`config.mk`:
```
export PLATFORM = sky130hd
export DESIGN_NAME = uart_fifo_pair
export DESIGN_NICKNAME = d
export VERILOG_FILES = /design/src/rtl/ufp_pkg.sv /design/src/rtl/ufp_byte_fifo.sv /design/src/rtl/ufp_rx_timeout.sv /design/src/rtl/uart_fifo_pair.sv
export SDC_FILE = /design/constraint.sdc
export NUM_CORES = 1
export LEC_CHECK = 0
export CELL_PAD_IN_SITES_DETAIL_PLACEMENT = 1
export CELL_PAD_IN_SITES_GLOBAL_PLACEMENT = 1
export CORE_MARGIN = 4
export CORE_UTILIZATION = 49
export CTS_CLUSTER_SIZE = 20
export DETAILED_ROUTE_END_ITERATION = 12
export DONT_BUFFER_PORTS = 1
export PLACE_DENSITY = 0.83
export SLEW_MARGIN = 20
export SYNTH_ARGS = -nofsm -noshare
export SYNTH_HDL_FRONTEND = slang
export SYNTH_SLANG_ARGS = --single-unit
export TNS_END_PERCENT = 20
```
`constraint.sdc`:
```
create_clock -name clk -period 3.7 [get_ports clk]
set_clock_uncertainty 0.15 [all_clocks]
set_input_delay 0.555 -clock clk [delete_from_list [all_inputs] [get_ports clk]]
set_output_delay 0.555 -clock clk [all_outputs]
set_load 0.005 [all_outputs]
```
`src/rtl/ufp_pkg.sv`:
```
`timescale 1ns/1ps
package ufp_pkg;

    typedef enum logic [1:0] {
        TMO_IDLE  = 2'd0,
        TMO_COUNT = 2'd1,
        TMO_FIRED = 2'd2
    } tmo_state_e;

    // Receive trigger code to occupancy threshold.
    function automatic int unsigned trig_level(input logic [1:0] code);
        unique case (code)
            2'd0:    return 1;
            2'd1:    return 4;
            2'd2:    return 8;
            default: return 14;
        endcase
    endfunction

endpackage

```
`src/rtl/ufp_byte_fifo.sv`:
```
`timescale 1ns/1ps
module ufp_byte_fifo #(
    parameter int unsigned DEPTH     = 16,
    parameter bit          HOST_PUSH = 1'b1,
    localparam int unsigned AW    = $clog2(DEPTH),
    localparam int unsigned LW    = AW + 1,
    localparam int unsigned IN_W  = HOST_PUSH ? 16 : 8,
    localparam int unsigned OUT_W = HOST_PUSH ? 8 : 16
) (
    input  logic             clk,
    input  logic             rst_n,
    input  logic [1:0]       push_cnt,
    input  logic [IN_W-1:0]  push_data,
    input  logic [1:0]       pop_cnt,
    output logic [LW-1:0]    level,
    output logic [OUT_W-1:0] head,
    output logic             host_short
);

    logic [7:0]    mem [DEPTH];
    logic [AW-1:0] wr_ptr, rd_ptr;
    logic [LW-1:0] level_q, free;
    logic [1:0]    push_take, pop_take;
    logic [7:0]    hi_byte, lo_head;

    function automatic logic [1:0] grant(input logic [1:0] want, input logic [LW-1:0] room);
        if (room == '0) return 2'd0;
        if (want == 2'd2 && room == LW'(1)) return 2'd1;
        return want;
    endfunction

    always_comb begin
        free      = LW'(DEPTH) - level_q;
        push_take = grant(push_cnt, free);
        pop_take  = grant(pop_cnt, level_q);
        lo_head   = (level_q != '0) ? mem[rd_ptr] : 8'h00;
    end

    generate
        if (HOST_PUSH) begin : g_host_push
            assign hi_byte    = push_data[IN_W-1 -: 8];
            assign head       = lo_head;
            assign host_short = (push_take != push_cnt);

            // a short write with no pop leaves the queue full
            p_short_fills_r3: assert property (@(posedge clk) disable iff (!rst_n)
                (host_short && pop_cnt == 2'd0) |=> (level == LW'(DEPTH)));
        end else begin : g_host_pop
            assign hi_byte    = 8'h00;
            assign head       = {(level_q >= LW'(2)) ? mem[rd_ptr + AW'(1)] : 8'h00, lo_head};
            assign host_short = (pop_take != pop_cnt);

            // a short read with no push leaves the queue empty
            p_short_empties_r6: assert property (@(posedge clk) disable iff (!rst_n)
                (host_short && push_cnt == 2'd0) |=> (level == '0));
        end
    endgenerate

    always_ff @(posedge clk) begin
        if (push_take != 2'd0) mem[wr_ptr] <= push_data[7:0];
        if (push_take == 2'd2) mem[wr_ptr + AW'(1)] <= hi_byte;
    end

    always_ff @(posedge clk or negedge rst_n) begin
        if (!rst_n) begin
            wr_ptr  <= '0;
            rd_ptr  <= '0;
            level_q <= '0;
        end else begin
            wr_ptr  <= wr_ptr + AW'(push_take);
            rd_ptr  <= rd_ptr + AW'(pop_take);
            level_q <= level_q + LW'(push_take) - LW'(pop_take);
        end
    end

    assign level = level_q;

    // occupancy never exceeds the depth
    p_level_bound_r4: assert property (@(posedge clk) disable iff (!rst_n)
        level <= LW'(DEPTH));

endmodule

```
`src/rtl/ufp_rx_timeout.sv`:
```
`timescale 1ns/1ps
module ufp_rx_timeout
    import ufp_pkg::*;
#(
    parameter int unsigned TW    = 16,
    parameter int unsigned CHARS = 4,
    localparam int unsigned CW = (CHARS > 1) ? $clog2(CHARS) : 1
) (
    input  logic          clk,
    input  logic          rst_n,
    input  logic [TW-1:0] char_ticks,
    input  logic          activity,
    input  logic          nonempty,
    output logic          fired
);

    tmo_state_e    state_q, state_d;
    logic [TW-1:0] tick_q, tick_d;
    logic [CW-1:0] chr_q, chr_d;
    logic          char_done;

    always_ff @(posedge clk or negedge rst_n) begin
        if (!rst_n) begin
            state_q <= TMO_IDLE;
            tick_q  <= '0;
            chr_q   <= '0;
        end else begin
            state_q <= state_d;
            tick_q  <= tick_d;
            chr_q   <= chr_d;
        end
    end

    always_comb begin
        state_d   = state_q;
        tick_d    = tick_q;
        chr_d     = chr_q;
        char_done = ({1'b0, tick_q} + (TW+1)'(1)) >= {1'b0, char_ticks};
        unique case (state_q)
            TMO_IDLE: begin
                if (nonempty) begin
                    state_d = TMO_COUNT;
                    tick_d  = '0;
                    chr_d   = '0;
                end
            end
            TMO_COUNT: begin
                if (!nonempty) begin
                    state_d = TMO_IDLE;
                end else if (char_done) begin
                    tick_d = '0;
                    if (chr_q == CW'(CHARS - 1)) state_d = TMO_FIRED;
                    else chr_d = chr_q + CW'(1);
                end else begin
                    tick_d = tick_q + TW'(1);
                end
            end
            TMO_FIRED: begin
                if (!nonempty) state_d = TMO_IDLE;
            end
            default: state_d = TMO_IDLE;
        endcase
        if (activity) begin
            state_d = TMO_COUNT;
            tick_d  = '0;
            chr_d   = '0;
        end
    end

    always_comb begin
        fired = (state_q == TMO_FIRED);
    end

    // any push or pop clears a fired timeout on the next edge
    p_restart_r11: assert property (@(posedge clk) disable iff (!rst_n)
        activity |=> !fired);

    // a fired timeout always has data behind it
    p_fired_has_data_r11: assert property (@(posedge clk) disable iff (!rst_n)
        fired |-> nonempty);

endmodule

```
`src/rtl/uart_fifo_pair.sv`:
```
`timescale 1ns/1ps
module uart_fifo_pair
    import ufp_pkg::*;
#(
    parameter int unsigned DEPTH = 16,
    parameter int unsigned TW    = 16,
    parameter int unsigned CHARS = 4,
    localparam int unsigned LW = $clog2(DEPTH) + 1
) (
    input  logic          clk,
    input  logic          rst_n,
    input  logic          host_wr,
    input  logic          host_rd,
    input  logic          host_two,
    input  logic [15:0]   host_wdata,
    output logic [15:0]   host_rdata,
    input  logic          dma_mode,
    input  logic [1:0]    rx_trig_sel,
    input  logic          tmo_irq_off,
    input  logic [TW-1:0] char_ticks,
    input  logic          err_clr,
    input  logic          ser_tx_pop,
    output logic [7:0]    ser_tx_byte,
    input  logic          ser_rx_push,
    input  logic [7:0]    ser_rx_byte,
    output logic [LW-1:0] tx_level,
    output logic [LW-1:0] rx_level,
    output logic          tx_dma_req,
    output logic          rx_dma_req,
    output logic          tmo_irq,
    output logic          tx_ovr_err,
    output logic          rx_udr_err
);

    logic [1:0]    host_cnt, tx_push_cnt, tx_pop_cnt, rx_push_cnt, rx_pop_cnt;
    logic [15:0]   rx_head;
    logic          tx_short, rx_short, fired;
    logic [LW-1:0] trig_lvl;

    always_comb begin
        host_cnt    = host_two ? 2'd2 : 2'd1;
        tx_push_cnt = host_wr ? host_cnt : 2'd0;
        tx_pop_cnt  = {1'b0, ser_tx_pop};
        rx_push_cnt = {1'b0, ser_rx_push};
        rx_pop_cnt  = host_rd ? host_cnt : 2'd0;
        trig_lvl    = LW'(trig_level(rx_trig_sel));
    end

    ufp_byte_fifo #(.DEPTH(DEPTH), .HOST_PUSH(1'b1)) u_tx_fifo (
        .clk       (clk),
        .rst_n     (rst_n),
        .push_cnt  (tx_push_cnt),
        .push_data (host_wdata),
        .pop_cnt   (tx_pop_cnt),
        .level     (tx_level),
        .head      (ser_tx_byte),
        .host_short(tx_short)
    );

    ufp_byte_fifo #(.DEPTH(DEPTH), .HOST_PUSH(1'b0)) u_rx_fifo (
        .clk       (clk),
        .rst_n     (rst_n),
        .push_cnt  (rx_push_cnt),
        .push_data (ser_rx_byte),
        .pop_cnt   (rx_pop_cnt),
        .level     (rx_level),
        .head      (rx_head),
        .host_short(rx_short)
    );

    ufp_rx_timeout #(.TW(TW), .CHARS(CHARS)) u_rx_tmo (
        .clk       (clk),
        .rst_n     (rst_n),
        .char_ticks(char_ticks),
        .activity  (ser_rx_push | host_rd),
        .nonempty  (rx_level != '0),
        .fired     (fired)
    );

    always_ff @(posedge clk or negedge rst_n) begin
        if (!rst_n) begin
            tx_ovr_err <= 1'b0;
            rx_udr_err <= 1'b0;
        end else begin
            if (err_clr) begin
                tx_ovr_err <= 1'b0;
                rx_udr_err <= 1'b0;
            end
            if (dma_mode && tx_short) tx_ovr_err <= 1'b1;
            if (dma_mode && rx_short) rx_udr_err <= 1'b1;
        end
    end

    always_comb begin
        host_rdata = host_two ? rx_head : {8'h00, rx_head[7:0]};
        tx_dma_req = (tx_level < LW'(DEPTH));
        rx_dma_req = dma_mode ? ((rx_level >= trig_lvl) || fired) : (rx_level != '0);
        tmo_irq    = fired && !tmo_irq_off;
    end

    // overrun only rises after a host write in the error-checking mode
    p_ovr_cause_r3: assert property (@(posedge clk) disable iff (!rst_n)
        $rose(tx_ovr_err) |-> $past(host_wr && dma_mode));

    // underrun only rises after a host read in the error-checking mode
    p_udr_cause_r6: assert property (@(posedge clk) disable iff (!rst_n)
        $rose(rx_udr_err) |-> $past(host_rd && dma_mode));

    // flags are sticky without a clear
    p_ovr_sticky_r7: assert property (@(posedge clk) disable iff (!rst_n)
        (tx_ovr_err && !err_clr) |=> tx_ovr_err);
    p_udr_sticky_r7: assert property (@(posedge clk) disable iff (!rst_n)
        (rx_udr_err && !err_clr) |=> rx_udr_err);

    // the highest trigger level always requests
    p_trig_top_r8: assert property (@(posedge clk) disable iff (!rst_n)
        (dma_mode && rx_level >= LW'(14)) |-> rx_dma_req);

    // the interrupt implies stored receive data
    p_irq_data_r12: assert property (@(posedge clk) disable iff (!rst_n)
        tmo_irq |-> (rx_level != '0));

endmodule

```
==> impl_metrics.py, run 1 <==
metrics = {
    "worst_setup_path": {
        "timing.critical_path.fanout_max": 35,
        "startpoint_class_of_the_critical_path": "register",
        "worst_ep_required_time_ns": 2.99,
        "worstPathCellList": "buf_4, nand3_1, xor2_2, buf_4, a211oi_1, a211oi_1, buf_4",
        "critical_path_arrival_ns": 2.87,
        "cp-endpoint": "host_rdata[8]",
        "startpoint": "u_rx_fifo.rd_ptr[1]$_DFF_PN0_",
        "path_common_cell": "sky130_fd_sc_hd__buf_4",
        "setup.worst_path.end_class": "output port",
        "worst_r2r_endpoint": "u_tx_fifo.mem[11][0]$_DFFE_PP_",
        "timing.critical_path.slowest_cell_delay_ns": 0.46,
        "worstRegToRegCells": 10,
        "criticalPathCategory": "register to output port",
        "r2r_setup_slack_ns": 0.20,
        "slowest_stage": "sky130_fd_sc_hd__buf_4",
        "critical_path.reg2reg.startpoint": "u_tx_fifo.level[2]$_DFF_PN0_",
    },
    "cts": {
        "root_buffer_cell": "sky130_fd_sc_hd__clkbuf_16",
        "clock_tree.buffer_depth": 3,
        "clk-insertion-delay-late_ns": 0.53,
        "cts.repair_timing.setup_buffer_count": 0,
        "htree_levels": 2,
        "tritoncts_clock_tree": "yes",
        "tritoncts_num_sinks": 304,
        "cts-buffers-inserted": 35,
        "path_clk_slew_ns": 0.06,
    },
    "sta": {
        "worst-slew-pin-transition_ns": 0.993,
        "final_min_period_over_clock_period_pct": 96.7,
        "rsz0062_at_grt": "yes",
        "fin_hold_ws_ns": 0.0356,
        "max_freq_mhz": 279,
        "finalWorstPathRequiredPeriod_ns": 3.58,
        "tns_ns": 0,
        "drv_slew": 0,
        "finalHoldViolCount": 0,
        "setup_viol_count_final": 0,
        "worst_slew_margin_rel_pct": 33.7,
    },
    "hold_path": {
        "worst_hold_path_type": "input pin to register",
    },
    "drt": {
        "vias_per_cell": 6.38,
        "finalWirelength_um": 43900,
        "num_vias": 9908,
        "final_antenna_net_count": 0,
        "initial_drc_count": 819,
        "drc": 0,
        "drt_pre_antenna_iters": 5,
        "wire_per_inst_um": 28.3,
    },
    "power_and_ir_drop": {
        "p_per_area_mw_per_mm2": 753,
        "power_leakage_nw": 6.43,
        "cell_internal_pwr_mw": 8.93,
        "max-vdd-ir-drop_uv": 501,
        "netSwitchingFraction_pct": 34.5,
        "p_switching_mw": 4.71,
        "seq_power_share_pct": 34.9,
        "power.share.clock_pct": 25.5,
        "comb_power_share_pct": 39.6,
        "totalPowerFinal_mw": 13.6,
    },
    "global_routing": {
        "globalRouteTotalUtil_pct": 24.8,
        "grt.overflow.total": 0,
        "grt_first_pass_wirelength_um": 67400,
        "grt_pass1_vias": 10800,
        "antenna_violations_before_repair": 1,
        "grt_start_max_net_pins": 67,
    },
    "synthesis": {
        "postSynthAreaPerCell_um2": 15.3,
        "syn-cell-area_mm2": 0.0161,
        "synth.ff_latch_count": 304,
        "netlist-cell-type-count": 53,
        "syn_nets": 1160,
        "netlist_instances": 1053,
        "synth-seq-area-share_pct": 55.2,
        "synth_edf_count": 256,
        "synth.top_cell.area_share_pct": 47.8,
        "yosys-top-cells-area": "sky130_fd_sc_hd__edfxtp_1 (48%), sky130_fd_sc_hd__mux4_2 (16%), sky130_fd_sc_hd__mux2_2 (8.4%)",
        "async_flop_share_pct": 15.8,
        "yosys_most_used_dff": "sky130_fd_sc_hd__edfxtp_1",
        "synth_warnings": 0,
        "netlist.top_cell.by_area": "sky130_fd_sc_hd__edfxtp_1",
    },
    "run": {
        "maxCapViolCount": 0,
    },
    "floorplanning": {
        "chipHeight_um": 189,
        "start_util_pct": 49.6,
        "die_width_um": 189,
        "core_mm2": 0.0325,
        "die_area_mm2": 0.0358,
        "pin_count": 91,
        "num_rows": 66,
    },
    "final_layout": {
        "final_util_pct": 55.8,
        "area_growth_syn_to_layout_pct": 12.6,
        "finish.instance_area_mm2": 0.0181,
        "drive_gt1_share_pct": 33.8,
        "num-nets-final": 1192,
    },
    "placement": {
        "dp_area_mm2": 0.0168,
        "placer_congestion": 0.818,
        "dp.final_hpwl_um": 28300,
        "input_output_buffers": 0,
    },
    "outcome": {
        "status": "finished clean",
    },
}
-- kinds of logic after synthesis --
family / Yosys count / synth area share (%)
adder cells (fa/ha/maj): 55 / 4.46
buffers and inverters: 126 / 3.13
AO/OA/AOI/OAI: 96 / 3.80
AND/OR/NAND/NOR: 194 / 6.41
multiplexers: 248 / 25.3
XOR/XNOR: 30 / 1.63
flip-flops: 304 / 55.2
-- power groups by stage --
stage | registers, mW | logic [mW] | clock network, mW
floorplan | 4.51 | 4.02 | 0
global placement | 4.76 | 5.07 | 0
detailed placement | 4.80 | 5.26 | 0
CTS | 4.76 | 5.40 | 3.52
global route | 4.82 | 5.81 | 3.68
finish | 4.77 | 5.40 | 3.47
-- critical path, delay by kind of cell (launching register included) --
family	cells	cell delay, ns
AO/OA/AOI/OAI	2	0.37
AND/OR/NAND/NOR	1	0.23
XOR/XNOR	1	0.37
flip-flops	1	0.41
buffers and inverters	3	0.96
-- timing repair --
item	in CTS	in global routing
resized for setup	1	3
hold buffers	11	0
setup endpoints to repair	5	6
pin swaps	0	0
endpoints found under the hold margin	178	0
-- worst min path at each step --
stage,startpoint,endpoint,cells after the start
after global routing,dma_mode,rx_udr_err$_DFFE_PN0P_,2
after detailed placement,rst_n,u_rx_tmo.tick_q[3]$_DFFE_PN0P_,0
final,dma_mode,rx_udr_err$_DFFE_PN0P_,2
after floorplan,rst_n,rx_udr_err$_DFFE_PN0P_,0
after global placement,rst_n,u_rx_tmo.tick_q[3]$_DFFE_PN0P_,0
after CTS,dma_mode,rx_udr_err$_DFFE_PN0P_,2
-- registers in the layout, summed over array words and instances, names as in the netlist, 4 cells and up --
| name | count |
|---|---|
| u_tx_fifo.wr_ptr | 4 |
| u_rx_fifo.wr_ptr | 4 |
| u_tx_fifo.mem | 128 |
| u_rx_fifo.level | 5 |
| u_rx_fifo.rd_ptr | 4 |
| u_tx_fifo.rd_ptr | 4 |
| u_rx_tmo.tick_q | 16 |
| u_tx_fifo.level | 5 |
| u_rx_fifo.mem | 128 |
-- Yosys cell counts, drive strengths merged (6+ instances only) --
library cell	number
ha	51
clkbuf	51
a21o	6
buf	18
mux2i	8
o22ai	11
nor2b	28
nand3	20
nor3	10
dfrtp	48
inv	57
a21oi	22
xnor2	21
nand2	40
nor2	42
edfxtp	256
nor4	6
xor2	9
o21ai	23
mux4	112
mux2	128
nand4	17
nand2b	10
a211oi	18
-- metrics by stage --
step | setup slack [ns] | std cells
floorplan | 0.276 | 1053
global placement | 0.330 | 1479
detailed placement | 0.280 | 1479
CTS | 0.0142 | 1553
global route | -0.0298 | 1554
finish | 0.122 | 1554
-- cells in the final DEF (no fill, tap or decap), drive strengths merged, types with 17 or more instances in the layout --
cell type	count
a21oi	22
clkbuf	40
inv	60
nor2	42
xnor2	21
o21ai	23
dfrtp	48
mux4	112
nand4	17
edfxtp	256
ha	51
buf	54
a211oi	18
nand2	40
nor2b	28
nand3	20
mux2	128
-- area by class of cell --
cell class | count | area, µm²
Fill cell | 3008 | 14300
Sequential cell | 304 | 8890
Multi-Input combinational cell | 623 | 6730
Clock buffer | 40 | 905
Timing Repair Buffer | 64 | 571
Tap cell | 442 | 553
Clock inverter | 23 | 246
Inverter | 57 | 214
Antenna cell | 1 | 2.50
-- per-layer routing --
metal  up-vias  GRT usage (%)  wire length [µm]
met5         -              0                 0
met4         0           8.07              1410
li1       4186              -                 -
met3        84           5.01              3340
met2       436           41.7             22100
met1      5202           32.7             17100
Power figures use the tool's default switching activity.
==> run 2, diff against run 1 <==
--- a/config.mk
+++ b/config.mk
@@ -8,11 +8,11 @@
 export CELL_PAD_IN_SITES_DETAIL_PLACEMENT = 1
 export CELL_PAD_IN_SITES_GLOBAL_PLACEMENT = 1
 export CORE_MARGIN = 4
-export CORE_UTILIZATION = 49
+export CORE_UTILIZATION = 48
 export CTS_CLUSTER_SIZE = 20
 export DETAILED_ROUTE_END_ITERATION = 12
 export DONT_BUFFER_PORTS = 1
-export PLACE_DENSITY = 0.83
+export PLACE_DENSITY = 0.82
 export SLEW_MARGIN = 20
 export SYNTH_ARGS = -nofsm -noshare
 export SYNTH_HDL_FRONTEND = slang
==> run 2 against run 1 <==
Against the previous run: fmax increased by 1.0%; clock-buffer cell count increased by 8; sequential cell count unchanged; clock power decreased by 1%; register-to-register slack about the same.
==> impl_metrics.py, run 2 (synthesis results as in run 1) <==
metrics = {
    "final_layout": {
        "area_growth_syn_to_layout_pct": 13.1,
        "reg_top3": "u_rx_fifo.mem x128, u_tx_fifo.mem x128, u_rx_tmo.tick_q x16",
        "commonest_cells_after_routing_fill_and_taps_aside": "sky130_fd_sc_hd__edfxtp_1 (256), sky130_fd_sc_hd__mux2_2 (120), sky130_fd_sc_hd__mux4_2 (112), sky130_fd_sc_hd__buf_4 (68), sky130_fd_sc_hd__inv_1 (57)",
        "finished_layout_cells": 1572,
        "layout_commonest_cell": "sky130_fd_sc_hd__edfxtp_1",
        "drive_gt1_share_pct": 33.8,
        "seq_area_mm2": 0.00889,
        "num-nets-final": 1209,
        "final_util_pct": 55.5,
        "area_used_by_multi_input_combinational_logic_mm2": 0.00672,
        "finish.instance_area_mm2": 0.0182,
        "n_fill_cell": 3088,
    },
    "sta": {
        "worst_slew_margin_rel_pct": 35.8,
        "drv_slew": 0,
        "worst-slew-pin-transition_ns": 0.962,
        "final_critical_path_setup_slack_ns": 0.158,
        "final_min_period_over_clock_period_pct": 95.7,
        "max_freq_mhz": 282,
        "tns_ns": 0,
        "rsz0062_at_grt": "no",
        "fin_hold_ws_ns": 0.0549,
        "setup_viol_count_final": 0,
        "finalHoldViolCount": 0,
        "finalWorstPathRequiredPeriod_ns": 3.54,
    },
    "worst_setup_path": {
        "worst_path_dominant_cell_family": "multiplexers",
        "setup.worst_path.end_class": "output port",
        "worstPathCellList": "ha_4, buf_4, mux4_2, a211oi_2, a211oi_1, buf_4",
        "worst_ep_required_time_ns": 2.99,
        "critPathBufInv": 2,
        "path_common_cell": "sky130_fd_sc_hd__buf_4",
        "r2r_setup_slack_ns": 0.19,
        "startpoint_class_of_the_critical_path": "register",
        "worstRegToRegCells": 10,
        "timing.critical_path.fanout_max": 9,
        "worst_r2r_endpoint": "u_tx_fifo.mem[11][5]$_DFFE_PP_",
        "critical_path_arrival_ns": 2.84,
        "critical_path.reg2reg.startpoint": "u_tx_fifo.level[2]$_DFF_PN0_",
        "criticalPathCategory": "register to output port",
        "timing.critical_path.slowest_cell_delay_ns": 0.54,
        "slowest_stage": "sky130_fd_sc_hd__mux4_2",
    },
    "cts": {
        "clock_tree.buffer_depth": 3,
        "tritoncts_num_sinks": 304,
        "htree_levels": 2,
        "root_buffer_cell": "sky130_fd_sc_hd__clkbuf_16",
        "tritoncts_clock_tree": "yes",
        "path_clk_slew_ns": 0.06,
        "cts-buffers-inserted": 35,
        "clk-insertion-delay-late_ns": 0.52,
    },
    "global_routing": {
        "grt_first_pass_wirelength_um": 66200,
        "antenna_violations_before_repair": 2,
        "grt_pass1_vias": 10600,
        "globalRouteTotalUtil_pct": 23.9,
        "grt.overflow.total": 0,
        "grt_start_max_net_pins": 67,
    },
    "drt": {
        "drt_pre_antenna_iters": 5,
        "wire_per_inst_um": 27.4,
        "drc": 0,
        "num_vias": 9851,
        "finalWirelength_um": 43000,
        "vias_per_cell": 6.27,
        "final_antenna_net_count": 0,
        "initial_drc_count": 801,
    },
    "placement": {
        "placer_congestion": 0.868,
        "post-place-ws_ns": 0.213,
        "placedCellCount": 1491,
        "dp_area_mm2": 0.0169,
        "input_output_buffers": 0,
        "dp.final_hpwl_um": 28700,
    },
    "power_and_ir_drop": {
        "p_switching_mw": 4.65,
        "totalPowerFinal_mw": 13.7,
        "max-vdd-ir-drop_uv": 503,
        "power_leakage_nw": 6.49,
        "p_per_area_mw_per_mm2": 752,
        "comb_power_share_pct": 40.2,
        "seq_power_share_pct": 34.7,
        "cell_internal_pwr_mw": 9.03,
        "power.share.clock_pct": 25.1,
        "netSwitchingFraction_pct": 34.0,
    },
    "run": {
        "maxCapViolCount": 0,
    },
    "floorplanning": {
        "die_width_um": 191,
        "chipHeight_um": 191,
        "pin_count": 91,
        "num_rows": 66,
        "start_util_pct": 49.1,
        "die_area_mm2": 0.0365,
        "core_mm2": 0.0328,
    },
    "hold_path": {
        "min_path_cells": 2,
        "min_delay_worst_endpoint": "tx_ovr_err$_DFFE_PN0P_",
        "worstHoldStart": "host_wr",
        "worst_hold_path_type": "input pin to register",
    },
    "outcome": {
        "status": "finished clean",
    },
}
## run 2: cell count changes in the layout (fill, tap and decap cells not counted), moves of 2 or more
cell | before | now
sky130_fd_sc_hd__clkinv_1 | 3 | 6
sky130_fd_sc_hd__clkinv_4 | 2 | 0
sky130_fd_sc_hd__buf_4 | 50 | 68
sky130_fd_sc_hd__clkinv_2 | 7 | 3
sky130_fd_sc_hd__clkbuf_1 | 4 | 11
sky130_fd_sc_hd__clkinvlp_4 | 3 | 0
## run 2: worst max path at each step
stage | from | end | cells past startpoint
2_1_floorplan | u_rx_tmo.tick_q[0]$_DFFE_PN0P_ | u_rx_tmo.tick_q[7]$_DFFE_PN0P_ | 15
3_3_place_gp | u_tx_fifo.level[2]$_DFF_PN0_ | u_tx_fifo.mem[11][4]$_DFFE_PP_ | 10
3_5_place_dp | u_tx_fifo.level[2]$_DFF_PN0_ | u_tx_fifo.mem[11][6]$_DFFE_PP_ | 10
4_1_cts | u_rx_fifo.rd_ptr[0]$_DFF_PN0_ | host_rdata[12] | 6
5_1_grt | u_tx_fifo.level[2]$_DFF_PN0_ | u_tx_fifo.mem[11][5]$_DFFE_PP_ | 10
6_report | u_rx_fifo.rd_ptr[0]$_DFF_PN0_ | host_rdata[12] | 6
## run 2: layer usage
layer	up-vias	routed length, µm	global-route usage (%)
met5	-	13	0
met4	2	1200	7.27
li1	4223	-	-
met1	5178	16900	31.0
met2	362	22100	41.0
met3	86	2790	4.73
## run 2: final cells by class
cell class / instances / share of cell area, %
clock buffer: 48 / 5.19
sequential: 304 / 48.9
antenna: 1 / 0.0138
timing repair buffer: 81 / 3.73
tap: 442 / 3.04
inverter: 57 / 1.18
clock inverter: 16 / 1.04
multi-input combinational: 623 / 36.9
## run 2: power by group through the flow
stage / clock network [mW] / logic, mW / registers, mW
CTS: 3.49 / 5.47 / 4.75
finish: 3.43 / 5.49 / 4.75
global placement: 0 / 5.14 / 4.76
detailed placement: 0 / 5.31 / 4.81
global route: 3.66 / 5.93 / 4.81
floorplan: 0 / 4.02 / 4.51
## run 2: repair_timing
item / in CTS / in global routing
pin swaps: 0 / 1
setup endpoints to repair: 8 / 3
hold endpoints to repair: 178 / 0
resized for setup: 2 / 0
hold buffers: 11 / 0
setup buffers: 0 / 5
